### src/rtl/irqc_pkg.sv
package irqc_pkg;

  typedef enum logic [0:0] {
    SVC_IDLE  = 1'b0,
    SVC_CLEAR = 1'b1
  } svc_state_e;

  // Position of a source's enable bit in the enable register.
  function automatic int en_pos(input int src);
    case (src)
      0:       return 1;
      1:       return 2;
      2:       return 3;
      3:       return 4;
      4:       return 6;
      default: return 7;
    endcase
  endfunction

endpackage

### src/rtl/irqc_enable.sv
module irqc_enable #(
  parameter int                    ADDR_W  = 8,
  parameter int                    DATA_W  = 8,
  parameter logic [ADDR_W-1:0]     EN_ADDR = 8'h20,
  parameter logic [DATA_W-1:0]     USED    = 8'hDE
) (
  input  logic              clk,
  input  logic              rst_n,
  input  logic              wr,
  input  logic [ADDR_W-1:0] addr,
  input  logic [DATA_W-1:0] wdata,
  input  logic              clr_all,
  output logic [DATA_W-1:0] en_q
);

  logic              hit;
  logic              ld;
  logic [DATA_W-1:0] en_d;

  always_comb begin
    hit = wr && (addr == EN_ADDR);
    ld  = hit || clr_all;
    if (clr_all) en_d = '0;          // acknowledge wins over a write
    else         en_d = wdata & USED;
  end

  always_ff @(posedge clk or negedge rst_n) begin
    if (!rst_n)  en_q <= '0;
    else if (ld) en_q <= en_d;
  end

endmodule

### src/rtl/irqc_pending.sv
module irqc_pending #(
  parameter int NSRC = 6
) (
  input  logic            clk,
  input  logic            rst_n,
  input  logic [NSRC-1:0] src_in,
  input  logic [NSRC-1:0] clr,
  output logic [NSRC-1:0] evt,
  output logic [NSRC-1:0] pend_q
);

  logic [NSRC-1:0] src_prev_q;

  always_ff @(posedge clk or negedge rst_n) begin
    if (!rst_n) src_prev_q <= '0;
    else        src_prev_q <= src_in;
  end

  for (genvar g = 0; g < NSRC; g++) begin : g_lat
    logic pend_d;
    logic ld;

    always_comb begin
      evt[g] = src_in[g] & ~src_prev_q[g];
      ld     = evt[g] | clr[g];
      pend_d = evt[g];               // set dominates a simultaneous clear
    end

    always_ff @(posedge clk or negedge rst_n) begin
      if (!rst_n)  pend_q[g] <= 1'b0;
      else if (ld) pend_q[g] <= pend_d;
    end
  end

endmodule

### src/rtl/irqc_prio.sv
module irqc_prio #(
  parameter int NSRC  = 6,
  parameter int VEC_W = 3
) (
  input  logic [NSRC-1:0]  req,
  output logic             any,
  output logic [VEC_W-1:0] idx
);

  always_comb begin
    any = 1'b0;
    idx = '0;
    // scan from lowest priority so the last match (lowest index) wins
    for (int i = NSRC - 1; i >= 0; i--) begin
      if (req[i]) begin
        any = 1'b1;
        idx = VEC_W'(i);
      end
    end
  end

endmodule

### src/rtl/irqc_top.sv
module irqc_top #(
  parameter int                NSRC    = 6,
  parameter int                VEC_W   = 3,
  parameter int                ADDR_W  = 8,
  parameter int                DATA_W  = 8,
  parameter logic [ADDR_W-1:0] EN_ADDR = 8'h20
) (
  input  logic              clk,
  input  logic              rst_n,
  input  logic [NSRC-1:0]   src_in,
  input  logic [ADDR_W-1:0] io_addr,
  input  logic              io_wr,
  input  logic [DATA_W-1:0] io_wdata,
  input  logic              io_rd,
  output logic [DATA_W-1:0] io_rd_data,
  input  logic              ack,
  output logic              irq,
  output logic [VEC_W-1:0]  vec
);

  import irqc_pkg::*;

  function automatic logic [DATA_W-1:0] used_mask();
    logic [DATA_W-1:0] m;
    m = '0;
    for (int i = 0; i < NSRC; i++) m[en_pos(i)] = 1'b1;
    return m;
  endfunction

  localparam logic [DATA_W-1:0] EN_USED = used_mask();

  logic [DATA_W-1:0] en_q;
  logic [NSRC-1:0]   pend_q;
  logic [NSRC-1:0]   evt;
  logic [NSRC-1:0]   req;
  logic [NSRC-1:0]   clr_vec;
  logic              req_any;
  logic [VEC_W-1:0]  req_idx;

  svc_state_e        state_q, state_d;
  logic [VEC_W-1:0]  svc_q, svc_d;
  logic              irq_q, irq_d;
  logic [VEC_W-1:0]  vec_q, vec_d;
  logic              take;
  logic              clr_phase;
  logic              vec_ld;

  irqc_enable #(
    .ADDR_W (ADDR_W),
    .DATA_W (DATA_W),
    .EN_ADDR(EN_ADDR),
    .USED   (EN_USED)
  ) u_en (
    .clk    (clk),
    .rst_n  (rst_n),
    .wr     (io_wr),
    .addr   (io_addr),
    .wdata  (io_wdata),
    .clr_all(take),
    .en_q   (en_q)
  );

  irqc_pending #(.NSRC(NSRC)) u_pend (
    .clk   (clk),
    .rst_n (rst_n),
    .src_in(src_in),
    .clr   (clr_vec),
    .evt   (evt),
    .pend_q(pend_q)
  );

  for (genvar g = 0; g < NSRC; g++) begin : g_req
    assign req[g]     = pend_q[g] & en_q[en_pos(g)];
    assign clr_vec[g] = clr_phase && (svc_q == VEC_W'(g));
  end

  irqc_prio #(.NSRC(NSRC), .VEC_W(VEC_W)) u_prio (
    .req(req),
    .any(req_any),
    .idx(req_idx)
  );

  // service sequencer: accept -> mask all -> clear serviced latch
  always_comb begin
    take      = ack && irq_q && (state_q == SVC_IDLE);
    clr_phase = (state_q == SVC_CLEAR);
    state_d   = state_q;
    case (state_q)
      SVC_IDLE:  if (take) state_d = SVC_CLEAR;
      SVC_CLEAR: state_d = SVC_IDLE;
      default:   state_d = SVC_IDLE;
    endcase
    svc_d  = vec_q;
    irq_d  = (state_q == SVC_IDLE) && !take && req_any;
    vec_ld = !irq_q && (state_q == SVC_IDLE);
    vec_d  = req_idx;
  end

  always_ff @(posedge clk or negedge rst_n) begin
    if (!rst_n) begin
      state_q <= SVC_IDLE;
      irq_q   <= 1'b0;
    end else begin
      state_q <= state_d;
      irq_q   <= irq_d;
    end
  end

  always_ff @(posedge clk or negedge rst_n) begin
    if (!rst_n)    svc_q <= '0;
    else if (take) svc_q <= svc_d;
  end

  always_ff @(posedge clk or negedge rst_n) begin
    if (!rst_n)      vec_q <= '0;
    else if (vec_ld) vec_q <= vec_d;
  end

  assign irq        = irq_q;
  assign vec        = vec_q;
  assign io_rd_data = (io_rd && (io_addr == EN_ADDR)) ? en_q : '0;

endmodule

### config.mk
export PLATFORM = sky130hd
export DESIGN_NAME = irqc_top
export DESIGN_NICKNAME = d
export VERILOG_FILES = /design/src/rtl/irqc_pkg.sv /design/src/rtl/irqc_enable.sv /design/src/rtl/irqc_pending.sv /design/src/rtl/irqc_prio.sv /design/src/rtl/irqc_top.sv
export SDC_FILE = /design/constraint.sdc
export NUM_CORES = 1
export LEC_CHECK = 0
export BUFFER_PORTS_ARGS = -buffer_cell sky130_fd_sc_hd__buf_2
export CAP_MARGIN = 0
export CORE_UTILIZATION = 30
export DETAILED_ROUTE_END_ITERATION = 16
export PLACE_DENSITY_LB_ADDON = 0.1
export SYNTH_ARGS = -nofsm -noshare
export SYNTH_HDL_FRONTEND = slang
export SYNTH_SLANG_ARGS = --single-unit
### constraint.sdc
create_clock -name clk -period 1.2 [get_ports clk]
set_input_delay 0.3 -clock clk [delete_from_list [all_inputs] [get_ports clk]]
set_output_delay 0.3 -clock clk [all_outputs]
set_load 0.05 [all_outputs]
### Yosys cells after proc, flatten, opt, wreduce, memory -nomap -nowiden

Cells that the tools add are included.

* register bits after elaboration: 28
* bits of input ports: 27

* equal/unequal tests: 6
* mux-type cells: 16
* bitwise logic cells: 25
* reduce and logical (&&, ||, !) cells: 17

Operators by type and width (number)
* $mux W3: 6
* $mux W8: 2
* $logic_and A1 B1 Y1: 13
* $and A1 B1 Y1: 12
* $eq A8 B6 Y1 const B: 1
* $mux W1: 7
* $not A1 Y1: 7
* $eq A3 B2 Y1 const B: 2
* $eq A3 B3 Y1 const B: 2
* $or A1 B1 Y1: 6
* $eq A3 B1 Y1 const B: 1
* $logic_not A3 Y1: 1
* $logic_not A1 Y1: 2
* $pmux W1 S2: 1
* $logic_or A1 B1 Y1: 1

### Depth between registers and ports, before layout

Gate-level depths: netlist of the first run.

* word-level depth: 8
* mapped depth: 5
* mapped depth without buffers: 4

### By module

Synthesis of the first run repeated with hierarchy kept, for this count alone.

* cell total of the unflattened synthesis: 132
* area total of the unflattened synthesis: 1476.4 um^2

By module, submodules not included
* irqc_top: instances 1, cells each 54, area each 580.6 um^2, sequential area each 200.2 um^2
* irqc_pending: instances 1, cells each 36, area each 495.5 um^2, sequential area each 300.3 um^2
* irqc_enable: instances 1, cells each 32, area each 342.8 um^2, sequential area each 150.1 um^2
* irqc_prio: instances 1, cells each 10, area each 57.6 um^2, sequential area each 0.0 um^2

### Worst setup path before layout of the first run

Ideal clock, no wire load.

* kind: input to output
* from: input io_addr[4]
* to: output io_rd_data[1]
* data arrival time: 1.295 ns
* setup slack: -0.395 ns
* cell stages on the path: 3
* cell sequence: nor4b_4 -> and3_2 -> and2_1

* word-level cells in the longest chain between the ends: 3

Ends and longest elaborated chain
* start, declared: RTL line irqc_top.sv:11 `input logic [ADDR_W-1:0] io_addr,`
* $eq A8 B6 Y1: RTL line irqc_top.sv:121 `assign io_rd_data = (io_rd && (io_addr == EN_ADDR)) ? en_q : '0;`
* $logic_and A1 B1 Y1: RTL line irqc_top.sv:121
* $mux W8: RTL line irqc_top.sv:121
* end, declared: RTL line irqc_top.sv:15 `output logic [DATA_W-1:0] io_rd_data,`

No other way between the ends.

### Final worst setup path of the first run

* from: input io_addr[7]
* to: output io_rd_data[6]

Same word-level chain as after synthesis.

==> impl_results.md, run 1 <==
- Status: finished with violations
- Failing checks: negative setup slack
- Iter 0 DRT Violations: 13
- Worst skew pair latency: ~0.27 ns
- Critical Path Max Stage Delay: 0.33 ns
- TritonCTS buffer count: 3
- I/O pin count: 39
- Area leader, netlist: dfrtp_1
- CP required: roughly 0.9 ns
- Leakage power: 0.8593 nW
- Non-filler cells, final: approximately 200
- Vias in the first global route: between 800 and 900
- CP endpoint: io_rd_data[6]
- DR vias: 884
- Ys flop type: dfrtp_1
- Crit path max fanout: 6
- Syn Inst Count: 101
- Ys Warns: 0
- Antenna viol nets, final: 0
- # clock sinks: 26
- Slew Limit Fails: 0
- Design Power: 2.200 mW
- Post-synthesis average cell area: around 11 um^2
- Nets: roughly 180
- # fillers: 368
- Min Hold Slack: 0.1349 ns
- Post-synth ARST share: 100.0%
- Max cap viols: 0
- Most frequent cell after synthesis: dfrtp_1
- Cell area after synthesis: 1141 um^2
- Row count: 22
- Data arrival, critical path: 1.29 ns
- Cell family with most CP delay: simple AND/OR/NAND/NOR gates
- WP buf/inv: 2
- Worst setup EP type: output pin
- Layout cells sized above 1: 47.68%
- Initial antenna violation count: 0
- Area of the die: just over 4000 um^2
- Synthesized flop and latch total: 26
- CP startpoint kind: input port
- Largest cells by area after synthesis: dfrtp_1, o21ai_0, mux2i_1
- Worst Setup Path Type: in -> out
- Flop2flop setup slack: 0.05 ns
- CTS clock-pin slew for the worst setup and hold paths: 0.09 ns
- Stages on worst setup path: 5
- Post-synth top cells: dfrtp_1, o21ai_0, nand2_1, nor2_1, inv_1
- RR Endpoint: irq$_DFF_PN0_
- Final Cycle Share: 132.3%
- First-pass GRT wire length: 4.064 mm
- Max Clock Freq: roughly 0.63 GHz
- Tmin final: 1.587 ns
- RSZ-0062 raised after global routing: yes
- Core Area: 3661 um^2
- Root Driver: clkbuf_8
- Hpwl dp: 1.826 mm
- R2R cell count: 4
- Crit path cell chain: buf_6, nor4b_4, and3_4, and2_4, buf_8
- Width of the die: around 64 um
- Placed cell area: 1460 um^2
- GRT Residual Overflow: 0
- Area grow syn2layout: 46.71%
- Power Density: about 1300 nW/um^2
- Dpl cells: roughly 190
- Setup ws final: -0.3871 ns
- Starting Density: a little under a third
- Synth cell types: 26
- Ant diodes: 0
- Die Y-Extent: 63.68 um
- Htree depth: 1
- Yosys top cell area share: 57.02%
- Number of port buffers: 34
- Clock Tree Buf Depth: 2
- Sequential element share of the synthesized area: roughly 57%
- Slowest CP cell: nor4b_4
- Clock skew: 0.009213 ns
- Largest net degree at the start of global routing: 16
- HP Class: in -> reg
- Final hold violations: 0
- Drt pass-1 iters: 3
- Wirelength, routed: 2.407 mm
- Routed wire per std cell: 12.10 um
- EDFF count, synth: 0
- Design area: 1674 um^2
- FF-to-FF Start: u_pend.pend_q[2]$_DFFE_PN0P_
- IR drop worst, VDD: 522.0 uV
- Final setup vio count: 6
- Routability cong.: 0.6895
- Global Route Usage Sum: 13.23%
- Via density: 4.442
- CTS tree: done
- Remaining routing DRC violations: 0
- Setup crit start: io_addr[7]
[state kept, by name (all words and copies together), names as in the netlist]
register and flops:
u_pend.pend_q 6, vec 3, u_pend.src_prev_q 6, irq 1, svc_q 3, clr_phase 1, u_en.en_q 6
[layout make-up]
type	instances	area (um^2)	area share (%)
tap	48	60.06	3.587
multi-input combinational	65	499.2	29.82
inverter	7	26.28	1.570
sequential	26	651.9	38.94
clock buffer	4	45.04	2.691
timing repair buffer	49	391.6	23.39
[repair_timing]
| action | in CTS | in global routing |
|---|---|---|
| buffers inserted | 3 | 2 |
| hold buffers | 1 | 0 |
| resized for setup | 27 | 5 |
| setup endpoints to repair | 11 | 11 |
| pin swaps | 5 | 2 |
| gates cloned | 0 | 0 |
| hold endpoints to repair | 11 | 0 |
[cells by family (layout without fill, tap and decap cells)]
kind of cell / count (synthesis) / in the layout / synth area share (%)
AOI/OAI and AO/OA: 22 / 22 / 11.84
buffers and inverters: 11 / 60 / 4.715
DFF: 26 / 26 / 57.02
muxes: 8 / 8 / 7.237
other: 1 / 2 / 0.3286
and+or+nand+nor: 33 / 33 / 18.86
[placed cells by master, fill, tap and decap left out, drive strengths merged, types with 2 or more instances in the layout]
cell / netlist / layout
o21ai: 14 / 14
o41ai: 2 / 2
nand3: 3 / 3
nor2: 8 / 8
and2: 6 / 6
mux2i: 6 / 6
nand3b: 2 / 2
buf: 4 / 48
dfrtp: 26 / 26
clkbuf: 0 / 4
nand2: 8 / 8
mux2: 2 / 2
a22oi: 2 / 2
inv: 7 / 7
conb: 1 / 2
[power breakdown]
part | switching [mW] | total [mW] | internal (mW)
logic | 0.331 | 0.618 | 0.288
registers | 0.0970 | 1.08 | 0.982
clock network | 0.265 | 0.503 | 0.238
[stage by stage]
| stage | worst slack (ns) | setup TNS [ns] | utilization, % |
|---|---|---|---|
| after global placement | -0.5084 | -3.934 | 39.88 |
| after floorplan | -0.2139 | -1.435 | - |
| after detailed placement | -0.5165 | -4.022 | 39.88 |
| final | -0.3871 | -2.312 | 45.73 |
| after global routing | -0.4329 | -2.571 | 45.73 |
| after CTS | -0.4050 | -2.417 | 44.70 |
[worst min-delay path by stage]
stage                         start                              to  slack, ns  cells past startpoint
after floorplan               rst_n             clr_phase$_DFF_PN0_      0.004                      0
after global placement        rst_n            svc_q[1]$_DFFE_PN0P_       0.22                      1
after detailed placement      rst_n            svc_q[1]$_DFFE_PN0P_       0.22                      1
after CTS                 src_in[0]  u_pend.src_prev_q[0]$_DFF_PN0_       0.13                      1
after global routing      src_in[0]  u_pend.src_prev_q[0]$_DFF_PN0_       0.12                      1
final                     src_in[0]  u_pend.src_prev_q[0]$_DFF_PN0_       0.13                      1
[metal layers]
| metal | global-route usage, % | vias up | routed length, um |
|---|---|---|---|
| met2 | 22.07 | 29 | 1141 |
| met1 | 16.38 | 407 | 1104 |
| met5 | 0 | - | 0 |
| li1 | - | 445 | - |
| met4 | 5.966 | 0 | 40 |
| met3 | 2.536 | 3 | 121 |
Note: power is estimated with default switching activity, not from simulation.
==> run 2, diff against run 1 <==
--- a/config.mk
+++ b/config.mk
@@ -8,8 +8,10 @@
 export BUFFER_PORTS_ARGS = -buffer_cell sky130_fd_sc_hd__buf_2
 export CAP_MARGIN = 0
 export CORE_UTILIZATION = 30
+export CTS_CLUSTER_SIZE = 30
 export DETAILED_ROUTE_END_ITERATION = 16
 export PLACE_DENSITY_LB_ADDON = 0.1
 export SYNTH_ARGS = -nofsm -noshare
 export SYNTH_HDL_FRONTEND = slang
 export SYNTH_SLANG_ARGS = --single-unit
+export TNS_END_PERCENT = 30
==> constraint.sdc (replaced) <==
create_clock -name clk -period 1.2 [get_ports clk]
set_input_delay 0.36 -clock clk [delete_from_list [all_inputs] [get_ports clk]]
set_output_delay 0.36 -clock clk [all_outputs]
set_load 0.05 [all_outputs]
==> impl_results.md, run 2 (synthesized netlist as in run 1, its figures left out) <==
- RR Endpoint: vec[2]$_DFFE_PN0P_
- Most frequent cells in the layout: dfrtp_1, buf_2, o21ai_0, buf_4, nand2_1
- Flop2flop setup slack: 0.01 ns (-0.04 ns)
- Drt pass-1 iters: 3 (unchanged)
- Final Cycle Share: 143.8% (+12 points)
- GRT Residual Overflow: 0 (unchanged)
- Die Y-Extent: 63.68 um (unchanged)
- Uppermost layer routed: met4
- Leakage power: 0.8362 nW (-2.7%)
- CP startpoint kind: input port
- Routability cong.: 0.7318 (+6.1%)
- FF-to-FF Start: u_en.en_q[3]$_DFFE_PN0P_
- Nets: 176 (-1.7%)
- Global Route Usage Sum: 12.99% (-0.24 points)
- Slowest CP cell: nor4b_4
- Power Density: 1332 nW/um^2 (+1.3%)
- Starting Density: 31.17% (unchanged)
- Remaining routing DRC violations: 0 (unchanged)
- Slew Limit Fails: 0 (unchanged)
- Antenna viol nets, final: 0 (unchanged)
- Max Clock Freq: 0.5793 GHz (-8.1%)
- Met3 WL: 93 um (-23%)
- Wirelength, routed: 2.307 mm (-4.2%)
- Htree depth: 1 (unchanged)
- Final hold violations: 0 (unchanged)
- Max cap viols: 0 (unchanged)
- HP Class: in -> async
- Clock Tree Buf Depth: 2 (unchanged)
- Crit path cell chain: buf_6, nor4b_4, and3_4, and2_4, buf_8
- DR vias: 874 (-1.1%)
- Via density: 4.459 (+0.38%)
- # clock sinks: 26 (unchanged)
- Critical Path Max Stage Delay: 0.34 ns (about the same)
- Area grow syn2layout: 43.97%
- WP buf/inv: 2 (unchanged)
- Initial antenna violation count: 0 (unchanged)
- Setup ws final: -0.5261 ns (-0.1390 ns)
- Layout cells sized above 1: 45.95% (-1.7 points)
- Largest registers: u_en.en_q x6, u_pend.pend_q x6, u_pend.src_prev_q x6
- Post-CTS Setup Bufs: 0 (-3)
- First-pass GRT wire length: 4.071 mm (+0.17%)
- Crit path max fanout: 6 (unchanged)
- RSZ-0062 raised after global routing: yes
- Routed wire per std cell: 11.77 um (-2.7%)
- Failing checks: negative setup slack
- R2R cell count: 3 (-1)
- Row count: 22 (unchanged)
- Width of the die: 63.68 um (unchanged)
- Final setup vio count: 9 (+3)
- Ant diodes: 0 (unchanged)
- Cell family with most CP delay: simple AND/OR/NAND/NOR gates
- Area of the die: 4055 um^2 (unchanged)
- CP required: 0.84 ns (-0.06 ns)
- Status: finished with violations
- Core Area: 3661 um^2 (unchanged)
- Tmin final: 1.726 ns (+0.1390 ns)
- Placement Setup Slack: -0.6683 ns (-0.1518 ns)
- IR drop worst, VDD: 731.2 uV (+40%)
- Root Driver: clkbuf_8
- Worst setup EP type: output pin
- Met2 WL post-DR: 1.141 mm (unchanged)
- Worst Setup Path Type: in -> out
- Data arrival, critical path: 1.37 ns (+0.08 ns)
- Vias in the first global route: 913 (+2.5%)
- Largest net degree at the start of global routing: 27 (+11)
- Number of port buffers: 34 (unchanged)
- WL met1: 1.052 mm (-4.7%)
- CTS clock-pin slew for the worst setup and hold paths: 0.09 ns (about the same)
- Most common cell after layout, fill and taps aside: dfrtp_1
- CTS tree: done
- Iter 0 DRT Violations: 11 (-2)
- Final setup TNS: -3.156 ns (-0.8441 ns)
- Clock skew: 0.001510 ns (-0.007704 ns)
- Hpwl dp: 1.844 mm (+0.98%)
- I/O pin count: 39 (unchanged)
- Worst skew pair latency: 0.26 ns (about the same)
- TritonCTS buffer count: 3 (unchanged)
## run 2: final cells by class
cell class	instances	area, um^2
inverters	7	26.28
well taps	48	60.06
repair buffers	46	370.4
clock buffers	4	55.05
multi-input cells	65	479.2
flip-flops and latches	26	651.9
fillers	355	2018
## run 2: repair_timing
item | in CTS | in global routing
pin swaps | 5 | 3
setup endpoints to repair | 12 | 17
hold buffers | 0 | 0
gates resized for setup | 29 | 3
## run 2: through the flow
stage	cell area [um^2]	hold slack, ns	utilization (%)	power [mW]	instances
floorplan	1165	0.06441	-	1.383	102
global placement	1470	0.3128	40.16	1.587	192
detailed placement	1470	0.3150	40.16	1.596	192
CTS	1630	0.02050	44.53	2.213	196
global route	1643	0.02057	44.87	2.320	196
finish	1643	0.01941	44.87	2.188	196
## run 2: metal layers
metal	global-route usage, %	vias to the layer above
met5	0	-
met4	4.261	0
met3	2.536	2
met2	23.67	27
met1	14.97	408
li1	-	437
## run 2: power by group
group | leakage (nW) | internal, mW | switching (mW) | total [mW]
Sequential | 0.314 | 0.982 | 0.0923 | 1.07
Combinational | 0.493 | 0.249 | 0.309 | 0.558
Clock | 0.0288 | 0.293 | 0.263 | 0.556
## run 2: worst max path at each step
stage                     slack, ns  cells past startpoint  startpoint            end
after floorplan               -0.33                      3  io_addr[4]  io_rd_data[1]
after global placement        -0.62                      5  io_addr[4]  io_rd_data[1]
after detailed placement      -0.67                      5  io_addr[4]  io_rd_data[3]
after CTS                     -0.55                      5  io_addr[6]  io_rd_data[3]
after global routing          -0.56                      5  io_addr[7]  io_rd_data[2]
final                         -0.53                      5  io_addr[7]  io_rd_data[3]
==> run 3, diff against run 2 <==
--- a/config.mk
+++ b/config.mk
@@ -7,6 +7,8 @@
 export LEC_CHECK = 0
 export BUFFER_PORTS_ARGS = -buffer_cell sky130_fd_sc_hd__buf_2
 export CAP_MARGIN = 0
+export CELL_PAD_IN_SITES_DETAIL_PLACEMENT = 0
+export CELL_PAD_IN_SITES_GLOBAL_PLACEMENT = 1
 export CORE_UTILIZATION = 30
 export CTS_CLUSTER_SIZE = 30
 export DETAILED_ROUTE_END_ITERATION = 16
==> impl_results.md, run 3 (synthesized netlist as in run 1, its figures left out) <==
- R2R cell count: 4 (+1)
- Slowest CP cell: nor4b_4
- Wirelength, routed: 2.378 mm (+3.1%)
- Root Driver: clkbuf_8
- I/O pin count: 39 (unchanged)
- Worst setup EP type: output pin
- Remaining routing DRC violations: 0 (unchanged)
- Met3 WL: 114 um (+23%)
- First-pass GRT wire length: 4.271 mm (+4.9%)
- # clock sinks: 26 (unchanged)
- Drt pass-1 iters: 4 (+1)
- Row count: 22 (unchanged)
- Via density: 4.520 (+1.4%)
- GRT Residual Overflow: 0 (unchanged)
- Failing checks: negative setup slack
- Initial antenna violation count: 0 (unchanged)
- Slew Limit Fails: 0 (unchanged)
- Max Clock Freq: 0.6047 GHz (+4.4%)
- Final core utilization: 45.86% (+0.99 points)
- Iter 0 DRT Violations: 25 (+14)
- Core Area: 3661 um^2 (unchanged)
- Most frequent cells in the layout: dfrtp_1, buf_2, buf_4, o21ai_0
- Uppermost layer routed: met4
- Multi-input gate area: 471.7 um^2 (-1.6%)
- Clock Tree Buf Depth: 2 (unchanged)
- Leakage power: 0.8582 nW (+2.6%)
- Area grow syn2layout: 47.15%
- RR Endpoint: irq$_DFF_PN0_
- Starting Density: 31.17% (unchanged)
- TritonCTS buffer count: 3 (unchanged)
- Crit path max fanout: 6 (unchanged)
- Routability cong.: 0.8057 (+10%)
- DR vias: 904 (+3.4%)
- Die Y-Extent: 63.68 um (unchanged)
- # fillers: 358 (+0.85%)
- Clock skew: 0.003317 ns (+0.001807 ns)
- Routed wire per std cell: 11.89 um (+1.0%)
- CTS tree: done
- Stages on worst setup path: 5 (unchanged)
- Area of the die: 4055 um^2 (unchanged)
- WL met1: 1.140 mm (+8.4%)
- Min Hold Slack: 0.01685 ns (-0.002558 ns)
- Worst Setup Path Type: in -> out
- WP buf/inv: 2 (unchanged)
- Most common cell after layout, fill and taps aside: dfrtp_1
- Data arrival, critical path: 1.29 ns (-0.08 ns)
- Power Density: 1312 nW/um^2 (-1.5%)
- Placement Setup Slack: -0.5922 ns (+0.07616 ns)
- Flop2flop setup slack: 0 ns (about the same)
- CP required: 0.84 ns (about the same)
- FF+latch area: 653.1 um^2 (+0.19%)
- Met2 WL post-DR: 1.078 mm (-5.5%)
- Critical Path Max Stage Delay: 0.28 ns (-0.06 ns)
- Antenna viol nets, final: 0 (unchanged)
- Largest registers: u_en.en_q x6, u_pend.pend_q x6, u_pend.src_prev_q x6
- Worst skew pair latency: 0.26 ns (about the same)
- CP endpoint: io_rd_data[4]
- Htree depth: 1 (unchanged)
- Final Cycle Share: 137.8% (-6.0 points)
- RSZ-0062 raised after global routing: yes
- Global Route Usage Sum: 13.68% (+0.69 points)
- Status: finished with violations
- FF-to-FF Start: u_en.en_q[4]$_DFFE_PN0P_
- Cell family with most CP delay: simple AND/OR/NAND/NOR gates
- Number of port buffers: 34 (unchanged)
- Hpwl dp: 1.865 mm (+1.2%)
- Setup crit start: io_addr[6]
- Final hold violations: 0 (unchanged)
- Non-filler cells, final: 200 (+2.0%)
- Dpl cells: 194 (+1.0%)
- Tmin final: 1.654 ns (-0.07234 ns)
- Width of the die: 63.68 um (unchanged)
- Max cap viols: 0 (unchanged)
- Layout cells sized above 1: 47.37% (+1.4 points)
- Vias in the first global route: 946 (+3.6%)
- IR drop worst, VDD: 565.2 uV (-23%)
- CP startpoint kind: input port
- Crit path cell chain: buf_6, nor4b_4, and3_4, and2_4, buf_8
- CTS clock-pin slew for the worst setup and hold paths: 0.09 ns (about the same)
- Largest net degree at the start of global routing: 27 (unchanged)
- Ant diodes: 0 (unchanged)
- Nets: 180 (+2.3%)
- HP Class: in -> async
- Setup ws final: -0.4538 ns (+0.07234 ns)
- Final setup vio count: 8 (-1)
[run 3: changes by cell type in the layout (fill, tap and decap cells not counted), sizes merged]
| cell | previous run | this run |
|---|---|---|
| buf | 46 | 50 |
[run 3: final cells by class]
type	instances	share of cell area (%)
clock buffers	4	3.279
multi-input cells	65	28.09
well taps	48	3.577
flip-flops and latches	26	38.90
inverters	7	1.565
repair buffers	50	24.59
[run 3: routing by layer]
layer | global-route usage [%] | up-vias
met3 | 2.899 | 4
met2 | 22.47 | 29
li1 | - | 451
met4 | 5.398 | 0
met5 | 0 | -
met1 | 17.37 | 420
[run 3: worst min-delay path by stage]
| stage | endpoint |
|---|---|
| after floorplan | clr_phase$_DFF_PN0_ |
| after global placement | u_en.en_q[2]$_DFFE_PN0P_ |
| after detailed placement | u_en.en_q[2]$_DFFE_PN0P_ |
| after CTS | u_en.en_q[2]$_DFFE_PN0P_ |
| after global routing | vec[2]$_DFFE_PN0P_ |
| final | u_en.en_q[2]$_DFFE_PN0P_ |
[run 3: metrics by stage]
step	instance area, um^2	setup TNS, ns	power [mW]
after floorplan	1165	-2.201	1.383
after global placement	1485	-4.674	1.594
after CTS	1663	-2.850	2.225
after detailed placement	1485	-5.019	1.600
after global routing	1679	-3.491	2.338
final	1679	-2.702	2.202
[run 3: repair_timing]
item | in CTS | in global routing
resized for setup | 30 | 5
setup endpoints to repair | 14 | 19
pin swaps | 7 | 3
cloned | 0 | 0
hold buffers | 0 | 0
setup buffers | 2 | 0
[run 3: report_power, final]
group / leakage (nW) / total (mW) / internal [mW] / switching (mW)
Sequential: 0.313 / 1.08 / 0.983 / 0.0924
Combinational: 0.517 / 0.569 / 0.257 / 0.312
Clock: 0.0288 / 0.558 / 0.293 / 0.265
Total: 0.858 / 2.20 / 1.53 / 0.670
